$ cat config.mk
export PLATFORM = sky130hd
export DESIGN_NAME = vram_slot_arbiter
export DESIGN_NICKNAME = d
export VERILOG_FILES = /design/src/rtl/vsa_pkg.sv /design/src/rtl/vsa_wr_fifo.sv /design/src/rtl/vsa_reclaim.sv /design/src/rtl/vram_slot_arbiter.sv
export SDC_FILE = /design/constraint.sdc
export NUM_CORES = 1
export LEC_CHECK = 0
export BUFFER_PORTS_ARGS = -buffer_cell sky130_fd_sc_hd__buf_2
export CAP_MARGIN = 20
export CORE_ASPECT_RATIO = 0.9
export CORE_MARGIN = 2
export CORE_UTILIZATION = 47
export CTS_BUF_LIST = sky130_fd_sc_hd__clkbuf_4 sky130_fd_sc_hd__clkbuf_8 sky130_fd_sc_hd__clkbuf_16
export CTS_CLUSTER_SIZE = 10
export DETAILED_ROUTE_END_ITERATION = 6
export PLACE_DENSITY_LB_ADDON = 0.08
export SKIP_CTS_REPAIR_TIMING = 1
export SYNTH_ARGS = -nofsm -noshare
export SYNTH_HDL_FRONTEND = slang
export SYNTH_SLANG_ARGS = --single-unit
$ cat constraint.sdc
create_clock -name clk_i -period 4.4 [get_ports clk_i]
set_input_delay 0.44 -clock clk_i [delete_from_list [all_inputs] [get_ports clk_i]]
set_output_delay 0.44 -clock clk_i [all_outputs]
set_load 0.02 [all_outputs]
$ cat src/rtl/vsa_pkg.sv
package vsa_pkg;
  typedef enum logic [1:0] {
    SLOT_NAME = 2'd0,
    SLOT_PAT  = 2'd1,
    SLOT_SPR  = 2'd2,
    SLOT_NONE = 2'd3
  } slot_kind_e;

  typedef enum logic [2:0] {
    RSN_NONE     = 3'd0,
    RSN_VBLANK   = 3'd1,
    RSN_LAYER_OFF= 3'd2,
    RSN_TRANSP   = 3'd3,
    RSN_REPEAT   = 3'd4,
    RSN_SPARE    = 3'd5,
    RSN_SPR_SHORT= 3'd6
  } reason_e;
endpackage

$ cat src/rtl/vsa_wr_fifo.sv
module vsa_wr_fifo #(
  parameter int DEPTH = 16,
  parameter int AW    = 15,
  parameter int DW    = 16
) (
  input  logic          clk_i,
  input  logic          rst_ni,
  input  logic          push_i,
  input  logic [AW-1:0] push_addr_i,
  input  logic [DW-1:0] push_data_i,
  input  logic          pop_i,
  output logic [AW-1:0] head_addr_o,
  output logic [DW-1:0] head_data_o,
  output logic          full_o,
  output logic          empty_o,
  output logic          ovf_o
);
  localparam int PW = $clog2(DEPTH);
  localparam int CW = PW + 1;

  logic [AW-1:0] addr_q [DEPTH];
  logic [DW-1:0] data_q [DEPTH];
  logic [PW-1:0] rd_ptr_q, wr_ptr_q;
  logic [CW-1:0] cnt_q;
  logic          do_push, do_pop;

  assign full_o  = (cnt_q == CW'(DEPTH));
  assign empty_o = (cnt_q == '0);
  assign do_push = push_i && !full_o;
  assign do_pop  = pop_i && !empty_o;
  assign head_addr_o = addr_q[rd_ptr_q];
  assign head_data_o = data_q[rd_ptr_q];

  always_ff @(posedge clk_i) begin
    if (do_push) begin
      addr_q[wr_ptr_q] <= push_addr_i;
      data_q[wr_ptr_q] <= push_data_i;
    end
  end

  always_ff @(posedge clk_i or negedge rst_ni) begin
    if (!rst_ni) begin
      rd_ptr_q <= '0;
      wr_ptr_q <= '0;
      cnt_q    <= '0;
      ovf_o    <= 1'b0;
    end else begin
      ovf_o <= push_i && full_o;
      if (do_push) wr_ptr_q <= (wr_ptr_q == PW'(DEPTH-1)) ? '0 : wr_ptr_q + 1'b1;
      if (do_pop)  rd_ptr_q <= (rd_ptr_q == PW'(DEPTH-1)) ? '0 : rd_ptr_q + 1'b1;
      cnt_q <= cnt_q + CW'(do_push) - CW'(do_pop);
    end
  end

  assert_ovf_on_full_R1: assert property (@(posedge clk_i) disable iff (!rst_ni)
    (push_i && full_o) |=> ovf_o);
  assert_no_pop_empty_R1: assert property (@(posedge clk_i) disable iff (!rst_ni)
    pop_i |-> !empty_o);
  assert_flags_exclusive_R11: assert property (@(posedge clk_i) disable iff (!rst_ni)
    !(full_o && empty_o));
  assert_full_holds_R1: assert property (@(posedge clk_i) disable iff (!rst_ni)
    (full_o && !pop_i) |=> full_o);
endmodule

$ cat src/rtl/vsa_reclaim.sv
module vsa_reclaim
  import vsa_pkg::*;
#(
  parameter int NLAYER = 4,
  parameter int TILE_W = 10,
  parameter int NCOL   = 34,
  parameter int DW     = 16,
  parameter int VFLIP_BIT = 15,
  localparam int LW = $clog2(NLAYER),
  localparam int CW = $clog2(NCOL + 1)
) (
  input  logic                     clk_i,
  input  logic                     rst_ni,
  input  logic                     slot_valid_i,
  input  logic [1:0]               slot_kind_i,
  input  logic [LW-1:0]            slot_layer_i,
  input  logic [CW-1:0]            slot_col_i,
  input  logic [2:0]               fine_y_i,
  input  logic                     vblank_i,
  input  logic                     hblank_i,
  input  logic [CW-1:0]            spr_count_i,
  input  logic [NLAYER-1:0]        en_main_i,
  input  logic [NLAYER-1:0]        en_sub_i,
  input  logic [NLAYER-1:0]        en_win_main_i,
  input  logic [NLAYER-1:0]        en_win_sub_i,
  input  logic [NLAYER*TILE_W-1:0] transp_tiles_i,
  input  logic [DW-1:0]            rd_data_i,
  input  logic                     rd_done_i,
  input  logic                     wr_done_i,
  output logic                     free_o,
  output logic [2:0]               reason_o
);
  typedef struct packed {
    logic              vld;
    logic [TILE_W-1:0] tile;
    logic              vflip;
    logic [2:0]        fy;
  } sliver_t;

  logic [TILE_W-1:0] transp_tile [NLAYER];
  logic [DW-1:0]     nt_q  [NLAYER];
  logic [NLAYER-1:0] nt_vld_q;
  sliver_t           cache_q [NLAYER];

  for (genvar l = 0; l < NLAYER; l++) begin : g_unpack
    assign transp_tile[l] = transp_tiles_i[l*TILE_W +: TILE_W];
  end

  logic              is_name, is_pat, is_bg, layer_on;
  logic [TILE_W-1:0] cur_tile;
  logic              cur_vflip, transp_hit, rep_hit, spare_hit, spr_hit;
  reason_e           reason;
  sliver_t           cur_c;

  assign is_name   = slot_kind_i == SLOT_NAME;
  assign is_pat    = slot_kind_i == SLOT_PAT;
  assign is_bg     = is_name || is_pat;
  assign layer_on  = en_main_i[slot_layer_i] | en_sub_i[slot_layer_i] |
                     en_win_main_i[slot_layer_i] | en_win_sub_i[slot_layer_i];
  assign cur_tile  = nt_q[slot_layer_i][TILE_W-1:0];
  assign cur_vflip = nt_q[slot_layer_i][VFLIP_BIT];
  assign cur_c     = cache_q[slot_layer_i];
  assign transp_hit = is_pat && nt_vld_q[slot_layer_i] && (cur_tile == transp_tile[slot_layer_i]);
  assign rep_hit    = is_pat && nt_vld_q[slot_layer_i] && cur_c.vld &&
                      (cur_c.tile == cur_tile) && (cur_c.vflip == cur_vflip) && (cur_c.fy == fine_y_i);
  assign spare_hit  = is_bg && (slot_col_i == CW'(NCOL-1));
  assign spr_hit    = (slot_kind_i == SLOT_SPR) && hblank_i && (slot_col_i >= spr_count_i);

  // fixed priority: first matching rule names the reason
  always_comb begin
    reason = RSN_NONE;
    if (!slot_valid_i)          reason = RSN_NONE;
    else if (vblank_i)          reason = RSN_VBLANK;
    else if (is_bg && !layer_on) reason = RSN_LAYER_OFF;
    else if (transp_hit)        reason = RSN_TRANSP;
    else if (rep_hit)           reason = RSN_REPEAT;
    else if (spare_hit)         reason = RSN_SPARE;
    else if (spr_hit)           reason = RSN_SPR_SHORT;
  end

  assign reason_o = reason;
  assign free_o   = (reason != RSN_NONE);

  always_ff @(posedge clk_i or negedge rst_ni) begin
    if (!rst_ni) begin
      nt_vld_q <= '0;
      for (int l = 0; l < NLAYER; l++) begin
        nt_q[l]    <= '0;
        cache_q[l] <= '0;
      end
    end else if (hblank_i || vblank_i) begin
      nt_vld_q <= '0;
      for (int l = 0; l < NLAYER; l++) cache_q[l].vld <= 1'b0;
    end else begin
      for (int l = 0; l < NLAYER; l++) begin
        if (slot_valid_i && is_name && slot_layer_i == LW'(l)) begin
          nt_vld_q[l] <= rd_done_i;
          if (rd_done_i) nt_q[l] <= rd_data_i;
        end
        // a write may have touched cached pattern data
        if (wr_done_i) cache_q[l].vld <= 1'b0;
        else if (slot_valid_i && is_pat && !free_o && slot_layer_i == LW'(l))
          cache_q[l] <= '{vld: 1'b1, tile: cur_tile, vflip: cur_vflip, fy: fine_y_i};
      end
    end
  end

  assert_vblank_free_R2: assert property (@(posedge clk_i) disable iff (!rst_ni)
    (slot_valid_i && vblank_i) |-> (free_o && reason_o == 3'd1));
  assert_name_kept_R4: assert property (@(posedge clk_i) disable iff (!rst_ni)
    (slot_valid_i && is_name) |-> (reason_o != 3'd3 && reason_o != 3'd4));
  assert_cache_cleared_R5: assert property (@(posedge clk_i) disable iff (!rst_ni)
    wr_done_i |=> (reason_o != 3'd4));
  assert_spr_in_hblank_R7: assert property (@(posedge clk_i) disable iff (!rst_ni)
    (reason_o == 3'd6) |-> (hblank_i && slot_kind_i == 2'd2));
endmodule

$ cat src/rtl/vram_slot_arbiter.sv
module vram_slot_arbiter
  import vsa_pkg::*;
#(
  parameter int NLAYER = 4,
  parameter int TILE_W = 10,
  parameter int NCOL   = 34,
  parameter int QDEPTH = 16,
  parameter int AW     = 15,
  parameter int DW     = 16,
  localparam int LW = $clog2(NLAYER),
  localparam int CW = $clog2(NCOL + 1)
) (
  input  logic                     clk_i,
  input  logic                     rst_ni,
  input  logic                     cpu_wr_i,
  input  logic [AW-1:0]            cpu_addr_i,
  input  logic [DW-1:0]            cpu_data_i,
  output logic                     q_full_o,
  output logic                     q_empty_o,
  output logic                     q_ovf_o,
  input  logic                     slot_valid_i,
  input  logic [1:0]               slot_kind_i,
  input  logic [LW-1:0]            slot_layer_i,
  input  logic [CW-1:0]            slot_col_i,
  input  logic [2:0]               fine_y_i,
  input  logic [AW-1:0]            rnd_addr_i,
  input  logic                     vblank_i,
  input  logic                     hblank_i,
  input  logic [CW-1:0]            spr_count_i,
  input  logic [NLAYER-1:0]        en_main_i,
  input  logic [NLAYER-1:0]        en_sub_i,
  input  logic [NLAYER-1:0]        en_win_main_i,
  input  logic [NLAYER-1:0]        en_win_sub_i,
  input  logic [NLAYER*TILE_W-1:0] transp_tiles_i,
  input  logic [DW-1:0]            mem_rdata_i,
  output logic                     mem_en_o,
  output logic                     mem_we_o,
  output logic [AW-1:0]            mem_addr_o,
  output logic [DW-1:0]            mem_wdata_o,
  output logic                     free_o,
  output logic [2:0]               reason_o
);
  logic [AW-1:0] head_addr;
  logic [DW-1:0] head_data;
  logic          grant, render_rd;

  vsa_wr_fifo #(.DEPTH(QDEPTH), .AW(AW), .DW(DW)) u_fifo (
    .clk_i, .rst_ni,
    .push_i(cpu_wr_i), .push_addr_i(cpu_addr_i), .push_data_i(cpu_data_i),
    .pop_i(grant), .head_addr_o(head_addr), .head_data_o(head_data),
    .full_o(q_full_o), .empty_o(q_empty_o), .ovf_o(q_ovf_o)
  );

  vsa_reclaim #(.NLAYER(NLAYER), .TILE_W(TILE_W), .NCOL(NCOL), .DW(DW)) u_reclaim (
    .clk_i, .rst_ni,
    .slot_valid_i, .slot_kind_i, .slot_layer_i, .slot_col_i, .fine_y_i,
    .vblank_i, .hblank_i, .spr_count_i,
    .en_main_i, .en_sub_i, .en_win_main_i, .en_win_sub_i, .transp_tiles_i,
    .rd_data_i(mem_rdata_i), .rd_done_i(render_rd), .wr_done_i(grant),
    .free_o, .reason_o
  );

  assign grant       = slot_valid_i && free_o && !q_empty_o;
  assign render_rd   = slot_valid_i && !grant && (slot_kind_i != SLOT_NONE);
  assign mem_en_o    = grant || render_rd;
  assign mem_we_o    = grant;
  assign mem_addr_o  = grant ? head_addr : rnd_addr_i;
  assign mem_wdata_o = head_data;

  assert_fetch_kept_R9: assert property (@(posedge clk_i) disable iff (!rst_ni)
    (slot_valid_i && !free_o && slot_kind_i != 2'd3) |->
      (mem_en_o && !mem_we_o && mem_addr_o == rnd_addr_i));
  assert_idle_read_R10: assert property (@(posedge clk_i) disable iff (!rst_ni)
    (slot_valid_i && q_empty_o) |-> !mem_we_o);
  assert_drain_free_R2: assert property (@(posedge clk_i) disable iff (!rst_ni)
    (slot_valid_i && free_o && !q_empty_o) |-> (mem_en_o && mem_we_o));
endmodule

==> results.ini <==
[worst_setup_path]
r2r_start=u_reclaim.nt_q[5]$_DFFE_PN0P_
crit_path_cell_trace=mux4_2 > xor2_1 > nor4_2 > a31oi_1 > nor2b_1 > a31oi_4 > buf_4 > mux2_1 > buf_2
end_kind=primary output
startpoint=u_reclaim.nt_q[5]$_DFFE_PN0P_
critPathKind=reg -> out
cp.arrival_ps=3720
slowest_delay_ps=630
worst-path-stages=9
cp_slowest_cell=mux4_2
reg2regPathDepth=8
worst-r2r-setup-slack_ps=730
cp_top_family=multiplexers
crit_fanout=19
path_buf_inv=2
crit_end=mem_addr_o[6]
worst_ep_required_time_ps=3960
worstSetupStartpointType=register
r2r-end=u_reclaim.cache_q[55]$_DFFE_PN0P_

[detailed_routing]
totalWireLength_um=56600
drc=0
antenna_left=0
drt_iter0_markers=905
vias=12400
drtPass1Iterations=5
wl_per_cell_um=26.2
via_per_inst=5.75

[synthesis]
synth-edff-count=496
synthAdderAreaFrac=0.00917
synthXorXnorAreaFrac=0.0103
synth_top_flop_cell=edfxtp_1
synth_area_leaders=edfxtp_1, mux4_2, dfrtp_1
synthMuxAreaShare=0.228
synth.distinct_cells=47
synth_top_area_frac=0.587
ys_ff_latch=618
synth_cells=1193
avgSynthCellArea_um2=21.3
syn_area_um2=25400
ys_warn_count=0
synth_largest_area_cell=edfxtp_1
synth_compound_area_frac=0.00961
synth_top_family_by_area=multiplexers
synth-simple-area-share=0.0202
synthArstFlopShare=0.197
yosysSeqAreaShare=0.707
syn-num-nets=1354

[finish]
syn_to_final_growth_pct=16.7
nNetsFinal=1590
nFillCells=3983
layout-drive-gt1-share=0.404

[sta]
hold_ws_ps=60.3
finClkSkew_ps=14.5
rsz0062_at_grt=false
min_period_over_period=0.946
tightest_slew_ps=1060
setup-violations-final=0
fmax_mhz=240
tns_ps=0
period_minus_slack_ps=4160
maxSlewViolCount=0
finalHoldViolations=0
slew-limit-headroom=0.295

[power_and_ir_drop]
pwr-share-comb=0.260
p_total_mw=17.1
pwr-share-clk=0.314
p_sw_frac=0.282
peakVddDrop_uv=332
p_sw_mw=4.84
pwr_density_cell_nw_per_um2=579
p_leak_nw=10.7
p_seq_frac=0.426
p_int_mw=12.3

[placed_design]
hpwl_um=32600
gp_congestion=0.776
portBuffers=177

[floorplan]
die_area_um2=55900
fp.dieW_um=249
core_um2=53200
boundaryPins=183
fp.dieH_um=224
start_util=0.478
rows=80

[clock_network]
cts.sinks=618
cts_buffers=72
clk_pin_slew_ps=60
cts.htree.levels=3
cts_root_buffer=clkbuf_16
clockBufferDepth=3
cts_tree=built
clkLatencyLatePin_ps=600

[run]
cap_violations=0

[status]
outcome=finished clean

[global_route]
grt_antenna_before_repair=2
grt_first_pass_wirelength_um=84500
gr-total-overflow=0
grt_pass1_vias=12900
grt.total_usage=0.207
grt_start_max_net_pins=72

[min_path]
hold_path_class=in -> reg

-- layout make-up --
cell class / count / area [um^2] / share of cell area
timing repair buffer: 229 / 1440 / 0.0487
clock inverter: 7 / 85.1 / 0.00287
multi-input combinational: 494 / 7180 / 0.242
antenna: 2 / 5.00 / 0.000169
inverter: 14 / 52.6 / 0.00177
tap: 697 / 872 / 0.0294
sequential: 618 / 18000 / 0.606
clock buffer: 98 / 2030 / 0.0684
-- how the worst min path moves through the flow --
| stage | startpoint | end | slack, ps | depth (start not counted) |
|---|---|---|---|---|
| after global routing | cpu_wr_i | u_fifo.ovf_o$_DFF_PN0_ | 30 | 2 |
| after CTS | rst_ni | u_reclaim.cache_q[30]$_DFFE_PN0P_ | -90 | 1 |
| after floorplan | rst_ni | u_fifo.cnt_q[0]$_DFF_PN0_ | 140 | 0 |
| final | cpu_wr_i | u_fifo.ovf_o$_DFF_PN0_ | 60 | 2 |
| after detailed placement | u_reclaim.nt_q[24]$_DFFE_PN0P_ | u_reclaim.nt_q[24]$_DFFE_PN0P_ | 470 | 1 |
| after global placement | u_reclaim.nt_q[41]$_DFFE_PN0P_ | u_reclaim.nt_q[41]$_DFFE_PN0P_ | 460 | 1 |
-- cells in the final DEF (no fill, tap or decap), types with 14 or more instances in the layout --
master     count
buf_2        176
buf_4         38
clkbuf_16     73
clkbuf_4      24
dfrtp_1      118
edfxtp_1     496
ha_1          17
inv_1         14
mux2_1        75
mux2_4        40
mux4_2       192
nor2_1        21
xor2_1        19
-- Yosys cell counts (2+ instances only) --
cell,n
edfxtp_1,496
mux4_2,192
dfrtp_1,122
mux2_1,75
mux2_4,40
nor2_1,33
clkbuf_1,24
buf_1,19
xor2_1,19
ha_1,17
buf_2,14
inv_1,14
nand2_1,13
xnor2_1,11
a21oi_1,9
nand3_1,9
nor3_1,9
a31oi_1,8
nor4_1,7
buf_6,6
a21o_1,5
nand2b_1,5
nor2b_1,5
and4_1,4
a311oi_1,3
and2_1,3
and3_1,3
o21ai_0,3
a211oi_1,2
buf_4,2
buf_8,2
mux2_2,2
nand4_1,2
o21a_1,2
-- per-stage QoR --
stage	area, um^2	util	instances	setup slack [ps]
global route	29600	0.557	2158	46.8
floorplan	25400	-	1193	418
finish	29600	0.557	2159	237
global placement	27500	0.517	2049	201
CTS	29600	0.556	2154	37.3
detailed placement	27500	0.517	2049	215
-- routing by layer --
layer  vias to the layer above  GRT usage  wire (um)
met3                        82     0.0395       2320
met5                         -          0         13
li1                       5386          -          -
met1                      6689      0.314      27000
met2                       246      0.313      26300
met4                         2     0.0526        991
-- power by group through the flow --
| stage | clock (mW) | sequential [mW] | combinational, mW |
|---|---|---|---|
| global placement | 0 | 7.46 | 4.44 |
| CTS | 5.54 | 7.37 | 4.48 |
| global route | 5.77 | 7.36 | 4.80 |
| finish | 5.39 | 7.30 | 4.46 |
| floorplan | 0 | 7.10 | 3.26 |
| detailed placement | 0 | 7.48 | 4.47 |
-- registers in the layout, summed over array words and instances (netlist names) --
register / count
u_fifo.addr_q: 240
u_fifo.wr_ptr_q: 4
u_reclaim.nt_vld_q: 4
u_fifo.rd_ptr_q: 4
u_fifo.ovf_o: 1
u_fifo.cnt_q: 5
u_reclaim.cache_q: 60
u_fifo.data_q: 256
u_reclaim.nt_q: 44
-- cells by family (layout without fill, tap and decap cells) --
logic type | count (synthesis) | count (layout)
multiplexers | 309 | 309
other | 0 | 2
AO/OA/AOI/OAI | 37 | 37
adder cells (fa/ha/maj) | 18 | 18
AND/OR/NAND/NOR | 100 | 100
flip-flops | 618 | 618
buffers and inverters | 81 | 348
XOR/XNOR | 30 | 30
(Power assumes the default switching activity.)
